[config.mk]
export PLATFORM = sky130hd
export DESIGN_NAME = acc_alu_unit
export DESIGN_NICKNAME = d
export VERILOG_FILES = /design/src/rtl/acc_alu_pkg.sv /design/src/rtl/acc_alu_core.sv /design/src/rtl/acc_operand_mux.sv /design/src/rtl/acc_alu_unit.sv
export SDC_FILE = /design/constraint.sdc
export NUM_CORES = 1
export LEC_CHECK = 0
export ABC_AREA = 1
export CAP_MARGIN = 30
export CORE_ASPECT_RATIO = 1.5
export CORE_MARGIN = 2
export CORE_UTILIZATION = 35
export DETAILED_ROUTE_END_ITERATION = 12
export SYNTH_ARGS = -nofsm -noshare
export SYNTH_HDL_FRONTEND = slang
export SYNTH_SLANG_ARGS = --single-unit
export TNS_END_PERCENT = 20
[constraint.sdc]
create_clock -name clk -period 7.1 [get_ports clk]
set_input_delay 1.42 -clock clk [delete_from_list [all_inputs] [get_ports clk]]
set_output_delay 1.42 -clock clk [all_outputs]
set_load 0.02 [all_outputs]
[src/rtl/acc_alu_pkg.sv]
// Package: shared encodings of the accumulator ALU group.
// Assumes an 8-bit flag byte with the four status flags in its upper nibble.
package acc_alu_pkg;

    typedef enum logic [2:0] {
        OP_ADD = 3'b000,
        OP_ADC = 3'b001,
        OP_SUB = 3'b010,
        OP_SBC = 3'b011,
        OP_AND = 3'b100,
        OP_XOR = 3'b101,
        OP_OR  = 3'b110,
        OP_CP  = 3'b111
    } alu_op_e;

    localparam int FLAG_Z = 7;
    localparam int FLAG_N = 6;
    localparam int FLAG_H = 5;
    localparam int FLAG_C = 4;

    localparam logic [1:0] GROUP_TAG = 2'b10;
    localparam logic [2:0] SRC_MEM   = 3'b110;
    localparam logic [2:0] SRC_ACC   = 3'b111;

endpackage

[src/rtl/acc_alu_core.sv]
// Module: combinational arithmetic/logic core.
// Takes the accumulator, the operand and the incoming carry flag. Returns the
// result, the four status flags and whether the accumulator is written.
// Assumes DATA_W is even, so that the half-carry nibble is DATA_W/2 wide.
module acc_alu_core
    import acc_alu_pkg::*;
#(
    parameter int DATA_W = 8
) (
    input  alu_op_e           op,
    input  logic [DATA_W-1:0] a,
    input  logic [DATA_W-1:0] b,
    input  logic              carry_in,
    output logic [DATA_W-1:0] result,
    output logic              z_out,
    output logic              n_out,
    output logic              h_out,
    output logic              c_out,
    output logic              writes_acc
);
    localparam int NIB = DATA_W / 2;

    logic              cin_used;
    logic [DATA_W:0]   sum_w;
    logic [DATA_W:0]   dif_w;
    logic [NIB:0]      sum_n;
    logic [NIB:0]      dif_n;

    // Carry only enters the add-with-carry and subtract-with-borrow forms.
    assign cin_used = carry_in && (op == OP_ADC || op == OP_SBC);

    // Widened sums and differences expose carry and borrow bits.
    always_comb begin
        sum_w = {1'b0, a} + {1'b0, b} + {{DATA_W{1'b0}}, cin_used};
        dif_w = {1'b0, a} - {1'b0, b} - {{DATA_W{1'b0}}, cin_used};
        sum_n = {1'b0, a[NIB-1:0]} + {1'b0, b[NIB-1:0]} + {{NIB{1'b0}}, cin_used};
        dif_n = {1'b0, a[NIB-1:0]} - {1'b0, b[NIB-1:0]} - {{NIB{1'b0}}, cin_used};
    end

    // Result and flag selection per operation.
    always_comb begin
        result     = '0;
        n_out      = 1'b0;
        h_out      = 1'b0;
        c_out      = 1'b0;
        writes_acc = (op != OP_CP);
        unique case (op)
            OP_ADD, OP_ADC: begin
                result = sum_w[DATA_W-1:0];
                h_out  = sum_n[NIB];
                c_out  = sum_w[DATA_W];
            end
            OP_SUB, OP_SBC, OP_CP: begin
                result = dif_w[DATA_W-1:0];
                n_out  = 1'b1;
                h_out  = dif_n[NIB];
                c_out  = dif_w[DATA_W];
            end
            OP_AND: begin
                result = a & b;
                h_out  = 1'b1;
            end
            OP_XOR: result = a ^ b;
            OP_OR:  result = a | b;
            default: result = '0;
        endcase
        z_out = (result == '0);
    end

endmodule

[src/rtl/acc_operand_mux.sv]
// Module: source operand selector.
// Unpacks the flattened general registers and picks one register, the
// accumulator or the memory data according to a 3-bit source code.
// Assumes the memory code and the accumulator code are the two top codes.
module acc_operand_mux
    import acc_alu_pkg::*;
#(
    parameter int DATA_W  = 8,
    parameter int NUM_GPR = 6
) (
    input  logic [NUM_GPR*DATA_W-1:0] gpr_flat,
    input  logic [DATA_W-1:0]         acc_in,
    input  logic [DATA_W-1:0]         mem_data,
    input  logic [2:0]                src,
    output logic [DATA_W-1:0]         operand
);
    logic [DATA_W-1:0] gpr [NUM_GPR];

    // One unpacked slot per general register.
    for (genvar gi = 0; gi < NUM_GPR; gi++) begin : g_unpack
        assign gpr[gi] = gpr_flat[gi*DATA_W +: DATA_W];
    end

    // Code to operand selection.
    always_comb begin
        if (src == SRC_ACC)
            operand = acc_in;
        else if (src == SRC_MEM)
            operand = mem_data;
        else if (int'(src) < NUM_GPR)
            operand = gpr[src];
        else
            operand = '0;
    end

endmodule

[src/rtl/acc_alu_unit.sv]
// Module: top of the accumulator ALU instruction step.
// Decodes an instruction byte of the group tagged 10 in its top bits. It runs
// a register-operand instruction in one step, and spends one read cycle at
// {H,L} on a memory-operand instruction. It then issues registered write
// strobes for the accumulator and the flags, and one program counter pulse.
// Assumes the caller holds acc_in, flags_in and gpr_flat stable until the
// completion strobe, and returns mem_rdata within the read cycle.
module acc_alu_unit
    import acc_alu_pkg::*;
#(
    parameter int DATA_W  = 8,
    parameter int NUM_GPR = 6
) (
    input  logic                      clk,
    input  logic                      rst_n,
    input  logic                      instr_valid,
    input  logic [7:0]                instr,
    input  logic [DATA_W-1:0]         acc_in,
    input  logic [DATA_W-1:0]         flags_in,
    input  logic [NUM_GPR*DATA_W-1:0] gpr_flat,
    input  logic [DATA_W-1:0]         mem_rdata,
    output logic                      mem_rd,
    output logic [2*DATA_W-1:0]       mem_addr,
    output logic                      acc_we,
    output logic [DATA_W-1:0]         acc_wdata,
    output logic                      flag_we,
    output logic [DATA_W-1:0]         flag_wdata,
    output logic                      pc_inc
);
    localparam int HI_IDX = 4;
    localparam int LO_IDX = 5;

    typedef enum logic {ST_IDLE, ST_MEM} step_e;

    step_e             st_q;
    alu_op_e           op_q;
    alu_op_e           exec_op;
    logic [2:0]        exec_src;
    logic              take;
    logic [DATA_W-1:0] operand;
    logic [DATA_W-1:0] result;
    logic              z_f, n_f, h_f, c_f, wr_acc;
    logic [DATA_W-1:0] hi_reg, lo_reg;

    assign hi_reg = gpr_flat[HI_IDX*DATA_W +: DATA_W];
    assign lo_reg = gpr_flat[LO_IDX*DATA_W +: DATA_W];

    // Acceptance of a new byte of this group while idle.
    assign take = instr_valid && (instr[7:6] == GROUP_TAG) && (st_q == ST_IDLE);

    // Operation and source come from the live byte or from the latched op.
    always_comb begin
        if (st_q == ST_MEM) begin
            exec_op  = op_q;
            exec_src = SRC_MEM;
        end else begin
            exec_op  = alu_op_e'(instr[5:3]);
            exec_src = instr[2:0];
        end
    end

    acc_operand_mux #(.DATA_W(DATA_W), .NUM_GPR(NUM_GPR)) u_mux (
        .gpr_flat (gpr_flat),
        .acc_in   (acc_in),
        .mem_data (mem_rdata),
        .src      (exec_src),
        .operand  (operand)
    );

    acc_alu_core #(.DATA_W(DATA_W)) u_core (
        .op         (exec_op),
        .a          (acc_in),
        .b          (operand),
        .carry_in   (flags_in[FLAG_C]),
        .result     (result),
        .z_out      (z_f),
        .n_out      (n_f),
        .h_out      (h_f),
        .c_out      (c_f),
        .writes_acc (wr_acc)
    );

    // Step sequencer and registered write-back strobes.
    always_ff @(posedge clk) begin
        if (!rst_n) begin
            st_q       <= ST_IDLE;
            op_q       <= OP_ADD;
            mem_rd     <= 1'b0;
            mem_addr   <= '0;
            acc_we     <= 1'b0;
            acc_wdata  <= '0;
            flag_we    <= 1'b0;
            flag_wdata <= '0;
            pc_inc     <= 1'b0;
        end else begin
            mem_rd  <= 1'b0;
            acc_we  <= 1'b0;
            flag_we <= 1'b0;
            pc_inc  <= 1'b0;
            if ((st_q == ST_IDLE && take && exec_src == SRC_MEM)) begin
                st_q     <= ST_MEM;
                op_q     <= exec_op;
                mem_rd   <= 1'b1;
                mem_addr <= {hi_reg, lo_reg};
            end else if (st_q == ST_MEM || take) begin
                st_q       <= ST_IDLE;
                acc_we     <= wr_acc;
                acc_wdata  <= result;
                flag_we    <= 1'b1;
                flag_wdata <= {z_f, n_f, h_f, c_f, flags_in[3:0]};
                pc_inc     <= 1'b1;
            end
        end
    end

    // the read cycle never carries the completion pulse.
    p_no_done_in_read_r4: assert property (@(posedge clk) disable iff (!rst_n)
        mem_rd |-> !pc_inc);

    // a read cycle lasts one cycle and is followed by completion.
    p_read_then_done_r4: assert property (@(posedge clk) disable iff (!rst_n)
        mem_rd |=> (pc_inc && !mem_rd));

    // the read address is the H:L pair seen at acceptance.
    p_read_addr_r4: assert property (@(posedge clk) disable iff (!rst_n)
        mem_rd |-> (mem_addr == {$past(hi_reg), $past(lo_reg)}));

    // the low flag nibble passes through from the sampled flags.
    p_low_nibble_r5: assert property (@(posedge clk) disable iff (!rst_n)
        flag_we |-> (flag_wdata[3:0] == $past(flags_in[3:0])));

    // an accumulator write always comes with a flag write and pc pulse.
    p_acc_with_flags_r8: assert property (@(posedge clk) disable iff (!rst_n)
        acc_we |-> (flag_we && pc_inc));

    // every completion has a cause in the previous cycle.
    p_done_has_cause_r3: assert property (@(posedge clk) disable iff (!rst_n)
        pc_inc |-> ($past(instr_valid) || $past(mem_rd)));

endmodule

==> results of run 1 <==
==> tightest hold or removal path: cells and delay by family (launching register included) <==
| family | cells | cell delay, ns |
|---|---|---|
| simple gates | 2 | 0.12 |
| flops | 1 | 0.31 |
==> where the power goes <==
part	switching [W]	total [W]	internal [W]
registers	0.00000356	0.000229	0.000225
logic	0.000180	0.000310	0.000130
clock network	0.0000840	0.000233	0.000149
total	0.000267	0.000772	0.000505
==> state kept, by name, indices dropped and copies added (netlist names) <==
name and flops:
acc_wdata 8, acc_we 1, flag_wdata 8, mem_addr 16
mem_rd 1, op_q 3, pc_inc 1, st_q 1
==> layout make-up <==
class / count / area share (%)
Inverter: 82 / 6.56
Sequential cell: 39 / 16.2
Tap cell: 115 / 2.99
Timing Repair Buffer: 117 / 24.3
Multi-Input combinational cell: 392 / 46.7
Clock buffer: 8 / 3.25
==> logic make-up (layout without fill, tap and decap cells) <==
| family | Yosys count | count (layout) | synth area share, % |
|---|---|---|---|
| AND/OR/NAND/NOR | 247 | 247 | 33.1 |
| AO/OA/AOI/OAI | 110 | 110 | 18.7 |
| buffers and inverters | 97 | 207 | 12.0 |
| flip-flops | 39 | 39 | 22.7 |
| adder cells (fa/ha/maj) | 34 | 34 | 13.2 |
| XOR/XNOR | 1 | 1 | 0.255 |
==> final timing paths <==
kind	startpoint	to	slack, ns	cells after the start
setup / recovery	instr[2]	flag_wdata[7]	1.82	19
hold / removal	mem_addr[7]	mem_addr[7]	0.47	2
setup reg to reg	st_q	flag_wdata[7]	2.68	21
hold reg to reg	mem_addr[7]	mem_addr[7]	0.47	2
==> layer usage <==
metal  vias up  global-route usage (%)  wire (microns)
met5         -                       0               0
met4         0                    10.3             405
met3        25                    1.65             387
met2        96                    38.1            6110
met1      1709                    24.4            4610
li1       1940                       -               -
==> through the flow <==
step	setup WS [ns]	cell area (sq um)	instances	hold slack [ns]	power, W
after floorplan	2.96	3440	528	0.469	0.000429
after global placement	1.42	4650	745	0.460	0.000538
after detailed placement	1.39	4650	745	0.464	0.000542
after CTS	1.68	4810	753	0.473	0.000777
after global routing	1.43	4810	753	0.493	0.000824
final	1.82	4810	753	0.472	0.000772
==> cell usage in the layout (no fill, tap or decap), drive strengths merged <==
cell / count
nand2: 129
clkdlybuf4s50: 115
inv: 81
nor2: 58
o21ai: 52
nand3: 43
dfxtp: 39
a21oi: 31
ha: 30
o211ai: 11
nand4: 10
clkbuf: 8
a21boi: 5
o311ai: 5
fa: 4
nand3b: 4
o221ai: 2
nor3: 2
o22ai: 2
buf: 2
clkinv: 1
or2: 1
xor2: 1
a31oi: 1
a311oi: 1
==> out/results.ini, run 1 <==
[flow_run]
maxCapViolCount=0

[clocking]
htreeDepth=2
cts_sinks=39
cts_tree=yes
clk_latency_ns=0.28
cts_root_buf=clkbuf_16
holdBufCountCts=0
cts-buffers-inserted=5
clk_pin_slew_ns=0.05
cts_resized=0
clock_path_buffers=2
cts_setup_buffers=0

[logic_synthesis]
postSynthAreaPerCell_sq_um=6.51
synth_area_leader_cell=dfxtp_1
ys_seq_area_share_pct=22.7
dominantRegCellSynth=dfxtp_1
synth.net_count=645
synth_edf_count=0
synth_common_cells=nand2_1 (117), inv_1 (76), nor2_1 (54)
syn_inst=528
synth_area_sq_um=3440
synth-seq-cells=39
netlist.area_leader.share_pct=22.7
synth.most_common_cell=nand2_1
synth_area_leaders=dfxtp_1 (23%), nand2_1 (13%), ha_1 (11%), inv_1 (8.3%), o21ai_0 (7.1%)
ys_warn_count=0
async_flop_share_pct=0
post_synth_num_cell_types=39

[setup_path]
crit_path_max_incr_delay_ns=0.60
worst-setup-path-type=in2reg
startpoint_type=input port
crit_arrival_ns=5.50
cp_max_fo=9
crit_family=simple AND/OR/NAND/NOR gates
required_ns=7.31
crit_buf_inv=2
cp_common_cell=nand2_1
worst_setup_path_end_kind=flop
cp_cell_sequence=clkdlybuf4s50_1 > nor2_1 > o21ai_0 > o311ai_0 > nand2_1 > inv_1 > fa_1 > ha_1 > o21ai_0 > nand2_1 > nand2_1 > nand3_1 > nand3_1 > nand2_1 > nor2_2 > nand2_1 > nor2_1 > nand3_1 > a21oi_2
slowest_stage=o311ai_0

[worst_hold_path]
hp-class=reg2reg

[timing]
rsz0062_at_grt=no
tightest_slew_ns=0.789
finalClockSkew_ns=0.00420
setup_viol=0
post-route-period-util_pct=74.4
tns_ns=0
slew_viol_final=0
fin_crit_ns=5.28
fmax_ghz=0.189
slew_headroom_pct=47.2
finalHoldViolations=0

[placed_design]
place_congestion=0.879
hpwl_microns=9340
port_buffers=115

[grt]
grt_pass1_vias=3612
antenna_found_initial=0
overflow=0
grt_pass1_wl_microns=17700
grt_use_total_pct=21.0
grt_max_degree=34

[power]
ir_worst_vdd_mv=0.167
cellLeakagePower_nw=2.22
power_per_cell_area_nw_per_um2=161

[finish]
multiInputGateArea_sq_um=2250
area_delta_synth_final_pct=39.8
diodes=0
drive_gt1_share_pct=6.11
regArea_sq_um=781
n_fill_cell=992
final_nets=754
utilization_pct=49.9

[floorplanning]
die-width_microns=84.9
start_util_pct=35.7
die_area_sq_um=10600
die_y_microns=125
coreArea_sq_um=9630
std_cell_rows=44
io_pins=119

[detailed_routing]
via_per_inst=5.01
firstDrtPassIters=4
ant_nets=0
dr.first_iter.drc_count=163
routed_wl_microns=11500
vias=3770
wl_per_cell_microns=15.3
drc=0

[run_status]
status=complete, no violations

No activity file was read; power rests on OpenSTA's default activity.
==> run 2: changes to the inputs <==
- clock period: 7.1 -> 5.5 ns (I/O delays scaled with it)
==> out/results.ini, run 2 (synthesized netlist as in run 1, its figures left out) <==
[setup_path]
crit_buf_inv=4
cp_common_cell=nand2_1
worst_setup_path_end_kind=flop
crit_arrival_ns=5.07
crit_family=simple AND/OR/NAND/NOR gates
crit_path_max_incr_delay_ns=0.61
required_ns=5.72
startpoint_type=input port
worst-setup-path-type=in2reg
cp_max_fo=10
timing.rr.end=flag_wdata[7]
reg2regPathDepth=22
cp_cell_sequence=clkdlybuf4s50_1 > inv_1 > nand2_4 > nand2_2 > o21ai_0 > o311ai_0 > buf_4 > nand2_1 > inv_1 > fa_1 > ha_1 > o21ai_0 > nand2_1 > nand2_1 > nand3_1 > nand3_1 > nand2_1 > nor2_2 > nand2_1 > nor2_1 > nand3_1 > a21oi_2
r2r-start=st_q
path_depth=22
reg2reg_setup_slack_ns=1.20
slowest_stage=o311ai_0

[power]
clkPwrFrac_pct=28.1
p_int_w=0.000631
netSwitchingFraction_pct=35.5
p_sw_w=0.000347
p_comb_share_pct=41.6
cellLeakagePower_nw=2.24
power_per_cell_area_nw_per_um2=202
p_seq_share_pct=30.2
ir_worst_vdd_mv=0.322

[finish]
final_area_sq_um=4830
final_common_cell=nand2_1
final_nets=760
n_fill_cell=993
regMostFlops=mem_addr
area_delta_synth_final_pct=40.6
multiInputGateArea_sq_um=2250
drive_gt1_share_pct=6.83
diodes=0
largest_reg_flops=16
regArea_sq_um=781
layout_common_cells=nand2_1 (117), clkdlybuf4s50_1 (115), inv_1 (76)
top_regs=mem_addr (16), acc_wdata (8), flag_wdata (8)

[clocking]
clk_latency_ns=0.28
cts_resized=0
clock_path_buffers=2
cts_root_buf=clkbuf_16
clk_pin_slew_ns=0.05
cts_tree=yes
htreeDepth=2
holdBufCountCts=0
cts-buffers-inserted=5
cts_setup_buffers=0
cts_sinks=39

[timing]
slew_headroom_pct=45.4
fmax_ghz=0.206
setup_viol=0
slew_viol_final=0
finalClockSkew_ns=0.00314
tightest_slew_ns=0.816
tns_ns=0
setup_slack_ns=0.647
finalHoldViolations=0
fin_crit_ns=4.85
post-route-period-util_pct=88.2
rsz0062_at_grt=no

[detailed_routing]
dr.first_iter.drc_count=157
wl_per_cell_microns=15.3
vias=3795
drc=0
firstDrtPassIters=5
routed_wl_microns=11600
via_per_inst=5.00
ant_nets=0

[worst_hold_path]
holdPathStages=2
hp-start=mem_addr[11]
min_to=mem_addr[11]
hp-class=reg2reg

[floorplanning]
die_area_sq_um=10600
io_pins=119
die_y_microns=125
coreArea_sq_um=9630
die-width_microns=84.9
std_cell_rows=44
start_util_pct=35.7

[placed_design]
port_buffers=115
place_congestion=0.898
hpwl_microns=9430
place_ws_ns=0.314
post_dp_cell_area_sq_um=4700

[run_status]
status=complete, no violations

[flow_run]
maxCapViolCount=0

[grt]
grt_pass1_vias=3814
overflow=0
antenna_found_initial=0
grt_max_degree=34
grt_pass1_wl_microns=18900
grt_use_total_pct=22.3

==> run 2: changes by cell type in the layout (fill, tap and decap cells not counted), sizes merged <==
cell    previous run  this run
buf                2         8
clkbuf             8         7
clkinv             1         2
==> run 2: final cells by class <==
class / count / share of cell area [%]
Multi-Input combinational cell: 392 / 46.5
Timing Repair Buffer: 123 / 25.1
Sequential cell: 39 / 16.1
Inverter: 82 / 6.52
Tap cell: 115 / 2.98
Clock buffer: 7 / 2.74
Clock inverter: 1 / 0.104
==> run 2: power groups by stage <==
stage / logic [W] / registers, W / clock network (W)
finish: 0.000407 / 0.000296 / 0.000275
global route: 0.000461 / 0.000296 / 0.000296
CTS: 0.000407 / 0.000296 / 0.000281
detailed placement: 0.000405 / 0.000302 / 0
global placement: 0.000400 / 0.000301 / 0
floorplan: 0.000243 / 0.000311 / 0
==> run 2: how the worst max path moves through the flow <==
stage                     startpoint             to  slack (ns)
final                       instr[1]  flag_wdata[7]        0.65
after detailed placement    instr[1]  flag_wdata[7]        0.31
after global placement      instr[1]  flag_wdata[7]        0.41
after global routing        instr[1]  flag_wdata[7]        0.40
after floorplan             instr[2]  flag_wdata[7]        1.68
after CTS                   instr[1]  flag_wdata[7]        0.60
==> run 2: per-layer routing <==
layer	share of wire (%)	up-vias	GRT usage, %	routed length, microns
met2	54	88	41.9	6280
li1	-	1956	-	-
met4	2.2	0	7.66	257
met1	41	1735	25.9	4730
met5	0	-	0	0
met3	2.9	16	1.98	335
==> run 2: worst register-to-register path, stage by stage, from the launching register on <==
cell      delay, ns
dfxtp_1        0.69
inv_8          0.10
nand2_2        0.13
nor2_1         0.06
inv_2          0.14
nor2_1         0.06
o311ai_0       0.59
buf_4          0.22
nand2_1        0.07
inv_1          0.10
fa_1           0.48
ha_1           0.20
o21ai_0        0.29
nand2_1        0.18
nand2_1        0.12
nand3_1        0.07
nand3_1        0.13
nand2_1        0.09
nor2_2         0.14
nand2_1        0.07
nor2_1         0.10
nand3_1        0.09
a21oi_2        0.13
==> run 2: metrics by stage <==
step                cells  total power, W  hold slack [ns]  util (%)
global placement      751        0.000702            0.459      48.8
CTS                   759        0.000985            0.472      50.2
detailed placement    751        0.000707            0.463      48.8
global route          759         0.00105            0.497      50.2
finish                759        0.000978            0.469      50.2
floorplan             528        0.000553            0.469         -
